`config.mk`:
```
export PLATFORM = sky130hd
export DESIGN_NAME = irq_stack_seq
export DESIGN_NICKNAME = d
export VERILOG_FILES = /design/src/rtl/stkseq_pkg.sv /design/src/rtl/stkseq_sp.sv /design/src/rtl/stkseq_fsm.sv /design/src/rtl/stkseq_datapath.sv /design/src/rtl/irq_stack_seq.sv
export SDC_FILE = /design/constraint.sdc
export NUM_CORES = 1
export LEC_CHECK = 0
export ABC_AREA = 0
export BUFFER_PORTS_ARGS = -buffer_cell sky130_fd_sc_hd__buf_2
export CORE_AREA = 2 2 84 86
export CTS_CLUSTER_DIAMETER = 60
export DETAILED_ROUTE_END_ITERATION = 6
export DIE_AREA = 0 0 86 88
export PLACE_DENSITY = 0.87
export SLEW_MARGIN = 20
export SYNTH_ARGS = -nofsm -noshare
export SYNTH_HDL_FRONTEND = slang
export SYNTH_SLANG_ARGS = --single-unit
```
`constraint.sdc`:
```
create_clock -name clk -period 4 [get_ports clk]
set_input_delay 0.8 -clock clk [delete_from_list [all_inputs] [get_ports clk]]
set_output_delay 0.8 -clock clk [all_outputs]
set_load 0.005 [all_outputs]
```
`src/rtl/stkseq_pkg.sv`:
```
package stkseq_pkg;

   typedef enum logic [2:0] {
      ST_IDLE,
      ST_PUSH_HI,
      ST_PUSH_LO,
      ST_PUSH_STAT,
      ST_POP_STAT,
      ST_POP_LO,
      ST_POP_HI,
      ST_POP_END
   } seq_state_t;

   function automatic logic is_push(input seq_state_t s);
      return (s == ST_PUSH_HI) || (s == ST_PUSH_LO) || (s == ST_PUSH_STAT);
   endfunction

   function automatic logic is_pop_read(input seq_state_t s);
      return (s == ST_POP_STAT) || (s == ST_POP_LO) || (s == ST_POP_HI);
   endfunction

endpackage

```
`src/rtl/stkseq_sp.sv`:
```
module stkseq_sp #(
   parameter int unsigned ADDR_W = 12,
   parameter logic [ADDR_W-1:0] SP_RESET = 12'h8FF
) (
   input  logic              clk,
   input  logic              rst_n,
   input  logic              dec,
   input  logic              inc,
   output logic [ADDR_W-1:0] sp,
   output logic [ADDR_W-1:0] sp_next_up
);

   always_ff @(posedge clk) begin
      if (!rst_n) begin
         sp <= SP_RESET;
      end else if (dec) begin
         sp <= sp - 1'b1;
      end else if (inc) begin
         sp <= sp + 1'b1;
      end
   end

   assign sp_next_up = sp + 1'b1;

endmodule

```
`src/rtl/stkseq_fsm.sv`:
```
module stkseq_fsm
   import stkseq_pkg::*;
#(
   parameter logic GIE_RESET = 1'b1
) (
   input  logic       clk,
   input  logic       rst_n,
   input  logic       instr_done,
   input  logic       irq_pending,
   input  logic       call_req,
   input  logic       ret_req,
   input  logic       reti_req,
   output seq_state_t state,
   output logic       framed,
   output logic       take_any,
   output logic       take_irq,
   output logic       gie
);

   logic       idle;
   logic       take_call, take_ret, take_reti;
   logic       framed_q, gie_q;
   seq_state_t state_q, state_d;

   assign idle      = (state_q == ST_IDLE);
   assign take_call = idle & call_req;
   assign take_ret  = idle & ~call_req & ret_req;
   assign take_reti = idle & ~call_req & ~ret_req & reti_req;
   assign take_irq  = idle & ~call_req & ~ret_req & ~reti_req
                      & irq_pending & instr_done & gie_q;
   assign take_any  = take_call | take_ret | take_reti | take_irq;

   always_comb begin
      state_d = state_q;
      unique case (state_q)
         ST_IDLE: begin
            if (take_call || take_irq) state_d = ST_PUSH_HI;
            else if (take_ret)         state_d = ST_POP_LO;
            else if (take_reti)        state_d = ST_POP_STAT;
         end
         ST_PUSH_HI:   state_d = ST_PUSH_LO;
         ST_PUSH_LO:   state_d = framed_q ? ST_PUSH_STAT : ST_IDLE;
         ST_PUSH_STAT: state_d = ST_IDLE;
         ST_POP_STAT:  state_d = ST_POP_LO;
         ST_POP_LO:    state_d = ST_POP_HI;
         ST_POP_HI:    state_d = ST_POP_END;
         ST_POP_END:   state_d = ST_IDLE;
         default:      state_d = ST_IDLE;
      endcase
   end

   always_ff @(posedge clk) begin
      if (!rst_n) begin
         state_q  <= ST_IDLE;
         framed_q <= 1'b0;
         gie_q    <= GIE_RESET;
      end else begin
         state_q <= state_d;
         if (take_any) begin
            framed_q <= take_irq | take_reti;
         end
         if (take_irq) begin
            gie_q <= 1'b0;
         end else if (state_q == ST_POP_END && framed_q) begin
            gie_q <= 1'b1;
         end
      end
   end

   assign state  = state_q;
   assign framed = framed_q;
   assign gie    = gie_q;

endmodule

```
`src/rtl/stkseq_datapath.sv`:
```
module stkseq_datapath
   import stkseq_pkg::*;
#(
   parameter int unsigned DATA_W = 8,
   parameter int unsigned PC_W   = 16,
   parameter int unsigned ADDR_W = 12
) (
   input  logic              clk,
   input  logic              rst_n,
   input  seq_state_t        state,
   input  logic              framed,
   input  logic              take_any,
   input  logic              take_irq,
   input  logic [PC_W-1:0]   pc_in,
   input  logic [PC_W-1:0]   irq_vector,
   input  logic [PC_W-1:0]   call_target,
   input  logic [DATA_W-1:0] status_in,
   input  logic [ADDR_W-1:0] sp,
   input  logic [ADDR_W-1:0] sp_next_up,
   input  logic [DATA_W-1:0] ram_rdata,
   output logic              ram_we,
   output logic              ram_re,
   output logic [ADDR_W-1:0] ram_addr,
   output logic [DATA_W-1:0] ram_wdata,
   output logic              pc_load,
   output logic [PC_W-1:0]   pc_out,
   output logic              status_load,
   output logic [DATA_W-1:0] status_out
);

   localparam int unsigned NBYTES = PC_W / DATA_W;

   logic [PC_W-1:0]   save_pc_q;
   logic [PC_W-1:0]   dest_q;
   logic [DATA_W-1:0] save_stat_q;
   logic [DATA_W-1:0] low_q;
   logic [DATA_W-1:0] pc_byte [NBYTES];

   for (genvar b = 0; b < NBYTES; b++) begin : g_split
      assign pc_byte[b] = save_pc_q[b*DATA_W +: DATA_W];
   end

   always_ff @(posedge clk) begin
      if (!rst_n) begin
         save_pc_q   <= '0;
         dest_q      <= '0;
         save_stat_q <= '0;
         low_q       <= '0;
      end else begin
         if (take_any) begin
            save_pc_q   <= pc_in;
            save_stat_q <= status_in;
            dest_q      <= take_irq ? irq_vector : call_target;
         end
         if (state == ST_POP_HI) begin
            low_q <= ram_rdata;
         end
      end
   end

   assign ram_we   = is_push(state);
   assign ram_re   = is_pop_read(state);
   assign ram_addr = ram_re ? sp_next_up : sp;

   always_comb begin
      unique case (state)
         ST_PUSH_HI:   ram_wdata = pc_byte[NBYTES-1];
         ST_PUSH_LO:   ram_wdata = pc_byte[0];
         ST_PUSH_STAT: ram_wdata = save_stat_q;
         default:      ram_wdata = '0;
      endcase
   end

   assign pc_load = ((state == ST_PUSH_LO) && !framed)
                  || (state == ST_PUSH_STAT)
                  || (state == ST_POP_END);
   assign pc_out  = (state == ST_POP_END) ? {ram_rdata, low_q} : dest_q;

   assign status_load = (state == ST_POP_LO) && framed;
   assign status_out  = ram_rdata;

endmodule

```
`src/rtl/irq_stack_seq.sv`:
```
module irq_stack_seq
   import stkseq_pkg::*;
#(
   parameter int unsigned DATA_W   = 8,
   parameter int unsigned PC_W     = 16,
   parameter int unsigned ADDR_W   = 12,
   parameter logic [ADDR_W-1:0] SP_RESET = 12'h8FF,
   parameter logic GIE_RESET       = 1'b1
) (
   input  logic              clk,
   input  logic              rst_n,
   input  logic              instr_done,
   input  logic              irq_pending,
   input  logic [PC_W-1:0]   irq_vector,
   input  logic              call_req,
   input  logic [PC_W-1:0]   call_target,
   input  logic              ret_req,
   input  logic              reti_req,
   input  logic [PC_W-1:0]   pc_in,
   input  logic [DATA_W-1:0] status_in,
   output logic              ram_we,
   output logic              ram_re,
   output logic [ADDR_W-1:0] ram_addr,
   output logic [DATA_W-1:0] ram_wdata,
   input  logic [DATA_W-1:0] ram_rdata,
   output logic              pc_load,
   output logic [PC_W-1:0]   pc_out,
   output logic              status_load,
   output logic [DATA_W-1:0] status_out,
   output logic              gie,
   output logic              busy
);

   if (PC_W != 2 * DATA_W) begin : g_bad_pc_w
      $error("irq_stack_seq: PC_W must span exactly two stack bytes");
   end
   if (ADDR_W < 4 || ADDR_W > 24) begin : g_bad_addr_w
      $error("irq_stack_seq: ADDR_W out of supported range");
   end

   seq_state_t        state;
   logic              framed, take_any, take_irq;
   logic [ADDR_W-1:0] sp, sp_next_up;

   stkseq_fsm #(.GIE_RESET(GIE_RESET)) u_fsm (
      .clk         (clk),
      .rst_n       (rst_n),
      .instr_done  (instr_done),
      .irq_pending (irq_pending),
      .call_req    (call_req),
      .ret_req     (ret_req),
      .reti_req    (reti_req),
      .state       (state),
      .framed      (framed),
      .take_any    (take_any),
      .take_irq    (take_irq),
      .gie         (gie)
   );

   stkseq_sp #(.ADDR_W(ADDR_W), .SP_RESET(SP_RESET)) u_sp (
      .clk        (clk),
      .rst_n      (rst_n),
      .dec        (is_push(state)),
      .inc        (is_pop_read(state)),
      .sp         (sp),
      .sp_next_up (sp_next_up)
   );

   stkseq_datapath #(.DATA_W(DATA_W), .PC_W(PC_W), .ADDR_W(ADDR_W)) u_dp (
      .clk         (clk),
      .rst_n       (rst_n),
      .state       (state),
      .framed      (framed),
      .take_any    (take_any),
      .take_irq    (take_irq),
      .pc_in       (pc_in),
      .irq_vector  (irq_vector),
      .call_target (call_target),
      .status_in   (status_in),
      .sp          (sp),
      .sp_next_up  (sp_next_up),
      .ram_rdata   (ram_rdata),
      .ram_we      (ram_we),
      .ram_re      (ram_re),
      .ram_addr    (ram_addr),
      .ram_wdata   (ram_wdata),
      .pc_load     (pc_load),
      .pc_out      (pc_out),
      .status_load (status_load),
      .status_out  (status_out)
   );

   assign busy = (state != ST_IDLE);

endmodule

```
# ---- Word level (Yosys, flattened, before mapping)
# Cells that the tools add are included.
# W data, S select, Z words.
dict set report totals {
  word_cells 61
  ff_bits 65
  input_bits 71
  out_inout_bits 50
}
dict set report op_classes {
  n_eq_ne 8
  n_reduce_logical 15
  n_mux 12
  addsub 2
  bitwise 16
}
# operator count
set op_table {}
lappend op_table {{$mux W16} 2}
lappend op_table {{$mux W12} 2}
lappend op_table {{$pmux W8 S3} 1}
lappend op_table {{$pmux W3 S7} 1}
lappend op_table {{$add A12 B1 Y12 const B} 1}
lappend op_table {{$eq A3 B3 Y1 const B} 4}
lappend op_table {{$sub A12 B1 Y12 const B} 1}
lappend op_table {{$and A1 B1 Y1} 9}
lappend op_table {{$mux W3} 3}
lappend op_table {{$logic_or A1 B1 Y1} 7}
lappend op_table {{$eq A3 B2 Y1 const B} 2}
lappend op_table {{$ne A4 B4 Y1 const B} 1}
lappend op_table {{$or A1 B1 Y1} 4}
lappend op_table {{$eq A3 B1 Y1 const B} 1}
lappend op_table {{$logic_and A1 B1 Y1} 3}
lappend op_table {{$logic_not A3 Y1} 1}
lappend op_table {{$not A1 Y1} 3}
lappend op_table {{$reduce_bool A3 Y1} 1}
lappend op_table {{$mux W1} 2}
lappend op_table {{$mux W2} 1}
lappend op_table {{$reduce_bool A2 Y1} 1}
lappend op_table {{$reduce_or A2 Y1} 1}
lappend op_table {{$logic_not A1 Y1} 1}

# ---- Longest topological paths before layout
dict set report depth {
  word_depth 10
  mapped_depth 7
  mapped_depth_nobuf 5
}

# ---- Hierarchy
# A second synthesis with hierarchy kept.
dict set report hier_totals {
  hier_cells 407
  hier_area_um2 3787.4
}
# mod n_inst cells_per_inst area_per_inst_um2 seq_area_each_um2
set modules_own_cells {}
lappend modules_own_cells {stkseq_datapath 1 260 2591.2 960.9}
lappend modules_own_cells {stkseq_sp 1 117 912.1 240.2}
lappend modules_own_cells {stkseq_fsm 1 27 260.2 100.1}
lappend modules_own_cells {irq_stack_seq 1 3 23.8 0.0}

# ---- Worst setup path after synthesis
# Ideal clock, no wire load.
dict set report synth_path {
  path_type {reg-to-output}
  startpoint {reg u_fsm.state_q[2], in the netlist u_fsm.state[2]}
  endpoint {out ram_addr[7]}
  path_slack_ps 1837
  arrival_ps 1363
  t_required_ps 3200
  path_stages_with_launch 7
  n_path_buf 2
  cell_sequence {dfxtp_1 > buf_4 > a21bo_1 > buf_6 > nor3_4 > and3_1 > xor2_1}
}
dict set report synth_between {
  elab_chain_cells 4
}
# item line_no
set synth_rtl {}
lappend synth_rtl {{start, declared} stkseq_fsm.sv:23} ;# seq_state_t state_q, state_d;
lappend synth_rtl {{start signal, assigned} stkseq_fsm.sv:58} ;# state_q <= state_d;
lappend synth_rtl {{$eq A3 B3 Y1} stkseq_pkg.sv:19} ;# return (s == ST_POP_STAT) || (s == ST_POP_LO) || (s == ST_POP_HI);
lappend synth_rtl {{$logic_or A1 B1 Y1} stkseq_pkg.sv:19}
lappend synth_rtl {{$logic_or A1 B1 Y1 *} stkseq_pkg.sv:19}
lappend synth_rtl {{$mux W12 *} stkseq_datapath.sv:63} ;# assign ram_addr = ram_re ? sp_next_up : sp;
lappend synth_rtl {{end, declared} irq_stack_seq.sv:23} ;# output logic [ADDR_W-1:0] ram_addr,
# Every way passes the cells marked *; elsewhere a longest branch is shown, timed or not.

# ---- Worst setup path in the final report
dict set report layout_path {
  startpoint {reg u_fsm.state_q[1], in the netlist u_fsm.state[1]}
  endpoint {out ram_addr[6]}
}
# Same word-level chain as after synthesis.

==> impl_metrics.csv <==
group,metric,value,unit
synthesis,ys_ff_latch,65,
timing,grt_setup_unrepaired,"no",
die,row_count,30,
status,status,"finished, final reports clean",
cts,clockBufferDepth,2,
global_route,grt.overflow.total,0,
synthesis,synth_edf_count,0,
detailed_routing,via_count,3369,
synthesis,syn_inst,438,
die,core,6644,sq um
worst_setup_path,cp.arrival,2300,ps
detailed_routing,drc,0,
placed_design,place_hpwl,6324,um
detailed_routing,avgRoutedWirePerCell,14.29,um
global_route,grt_max_degree,37,
synthesis,syn_nets,511,
worst_setup_path,cp_num_buf_inv,2,
layout,syn2layout_area_growth,19.52,%
power_and_ir_drop,power_density,470.0,nW/um^2
detailed_routing,routed_via_density,5.460,
synthesis,synth-async-reset-ratio,0,%
worst_setup_path,start_kind,"register",
layout,drive_gt1_share,33.52,%
power_and_ir_drop,vdd_drop_max,0.2386,mV
placed_design,dp.cells,601,
die,start_util,52.28,%
job,cap_violations,0,
timing,relSlewSlack,32.77,%
global_route,antenna_found_initial,0,
placed_design,place_congestion,0.9385,
detailed_routing,ant_nets,0,
worst_setup_path,required,3200,ps
synthesis,netlist.area_leader.share,37.46,%
timing,period_needed,3096,ps
layout,antenna_cells,0,
timing,worst_pin_slew,1008,ps
layout,final_design_area_no_fill,4151,sq um
die,ios,121,
worst_setup_path,cpLargestDelayFamily,"flip-flops",
cts,cts_setup_buffers,0,
synthesis,ys_top_cells_by_count,"nand2_1, dfxtp_1, a21oi_1",
layout,final_nets,605,
die,dieArea,7568,sq um
cts,clock_latency,330,ps
cts,cts_sinks,65,
cts,cts_tree,"done",
detailed_routing,firstDrtPassIters,4,
synthesis,yosysMostFrequentCell,"nand2_1",
detailed_routing,wl,8815,um
timing,finalCritPeriodShare,77.39,%
cts,h-tree-depth,3,
timing,skew,9.754,ps
placed_design,port_buffers,120,
timing,setup_viol,0,
cts,root_buffer,"clkbuf_8",
synthesis,synth_area_leader_cell,"dfxtp_1",
worst_setup_path,crit_slowest_cell,"dfxtp_1",
layout,fin_util,62.49,%
synthesis,synth_warnings,0,
global_route,grt_first_pass_wirelength,14760,um
die,chipWidth,86,um
global_route,grt_usage,24.38,%
synthesis,ys.flop_type,"dfxtp_1",
cts,numCtsBuffers,9,
worst_setup_path,path_class,"register to primary output",
synthesis,yosysSeqAreaShare,37.46,%
cts,hold_buffers,0,
timing,finalMaxSlewViolations,0,
power_and_ir_drop,leakage,0.001879,uW
worst_setup_path,cp_cell_sequence,"a21bo_1 > inv_2 > nand2_1 > nor2_1 > xor2_1 > buf_2",
die,die_h,88,um
detailed_routing,drt_iter0_drc,179,
synthesis,synth_area,3473,sq um
worst_setup_path,cp_max_fo,20,
placed_design,dpl_cell_area,3981,sq um
cts,post_cts_resized,0,
synthesis,yosysUniqueCellTypes,50,
worst_setup_path,slowest_delay,820,ps
placed_design,pre_cts_ws,1259,ps
layout,fillers,589,
cts,cts.clk_slew.worst_paths,70,ps
synthesis,synth_area_per_cell,7.930,sq um
synthesis,yosys-top-cells-area,"dfxtp_1, nand2_1, mux2_2",
timing,fmax,323.0,MHz
timing,setup_tns,0,ps
timing,worst_slack,904.4,ps
global_route,grt_pass1_vias,3171,
min_path,hold_path_class,"register to register",
worst_setup_path,worstSetupEndpointType,"primary output",
timing,finalHoldViolCount,0,
layout,final_cells,617,
[routing by layer]
layer | wire length [um] | GRT usage (%) | up-vias
met1 | 3795 | 30.89 | 1552
met2 | 4361 | 41.58 | 122
met5 | 0 | 0 | -
met3 | 588 | 5.844 | 6
li1 | - | - | 1689
met4 | 70 | 6.782 | 0
[path summary, 6_finish.rpt]
check                           start             endpoint  slack, ps  cells past startpoint
setup reg to reg       u_fsm.state[1]    u_dp.save_pc_q[9]       1490                      5
setup / recovery       u_fsm.state[1]          ram_addr[6]        900                      6
hold reg to reg   u_dp.save_stat_q[2]  u_dp.save_stat_q[2]        460                      2
hold / removal    u_dp.save_stat_q[2]  u_dp.save_stat_q[2]        460                      2
[logic make-up (layout without fill, tap and decap cells)]
kind of cell	count (synthesis)	in the layout	synth area share [%]
AOI/OAI and AO/OA	111	111	18.84
DFF	65	65	37.46
adders and majority gates	2	2	0.7203
muxes	30	30	9.654
buffers and inverters	52	151	7.925
xor gates and xnor gates	14	14	3.530
and+or+nand+nor	164	164	21.87
[per-stage QoR]
stage | hold WS (ps) | power (uW)
after floorplan | 432.9 | 1279
after global placement | 439.1 | 1445
after detailed placement | 447.0 | 1470
after CTS | 458.1 | 1962
after global routing | 478.5 | 2083
final | 455.1 | 1951
[cell usage in the layout (no fill, tap or decap), types with 9 or more instances in the layout]
cell      Yosys  routed
dfxtp_1      65      65
o21ai_0      21      21
a31oi_1      10      10
mux2_2       26      26
clkbuf_8      0       9
nand3_1      15      15
buf_2        13     120
a21oi_1      53      53
nand2_1      96      96
nor2_1       17      17
a22oi_1       9       9
[final cells by class]
cell class	instances	area (sq um)	share of cell area [%]
clock inverter	7	46.29	1.115
tap	80	100.1	2.411
inverter	9	33.78	0.8137
sequential	65	1301	31.34
clock buffer	9	123.9	2.984
timing repair buffer	126	645.6	15.55
multi-input combinational	321	1901	45.78
[worst reg2reg max path, stage by stage (launching register included)]
cell	delay [ps]
dfxtp_1	550
nor3_2	470
o21a_1	860
buf_4	350
nand2_1	70
a21oi_1	130
[state kept, by name, summed over array words and instances (netlist names)]
| signal | cells |
|---|---|
| u_dp.dest_q | 16 |
| u_dp.save_pc_q | 16 |
| u_sp.sp | 12 |
| u_dp.low_q | 8 |
| u_dp.save_stat_q | 8 |
| u_fsm.state | 3 |
| u_fsm.framed | 1 |
| u_fsm.gie | 1 |
[power breakdown]
group / leakage (uW) / internal (uW) / switching, uW
Clock: 0.0000814 / 223 / 267
Combinational: 0.00126 / 282 / 342
Sequential: 0.000535 / 738 / 98.2
Total: 0.00188 / 1240 / 708
Power figures use the tool's default switching activity.
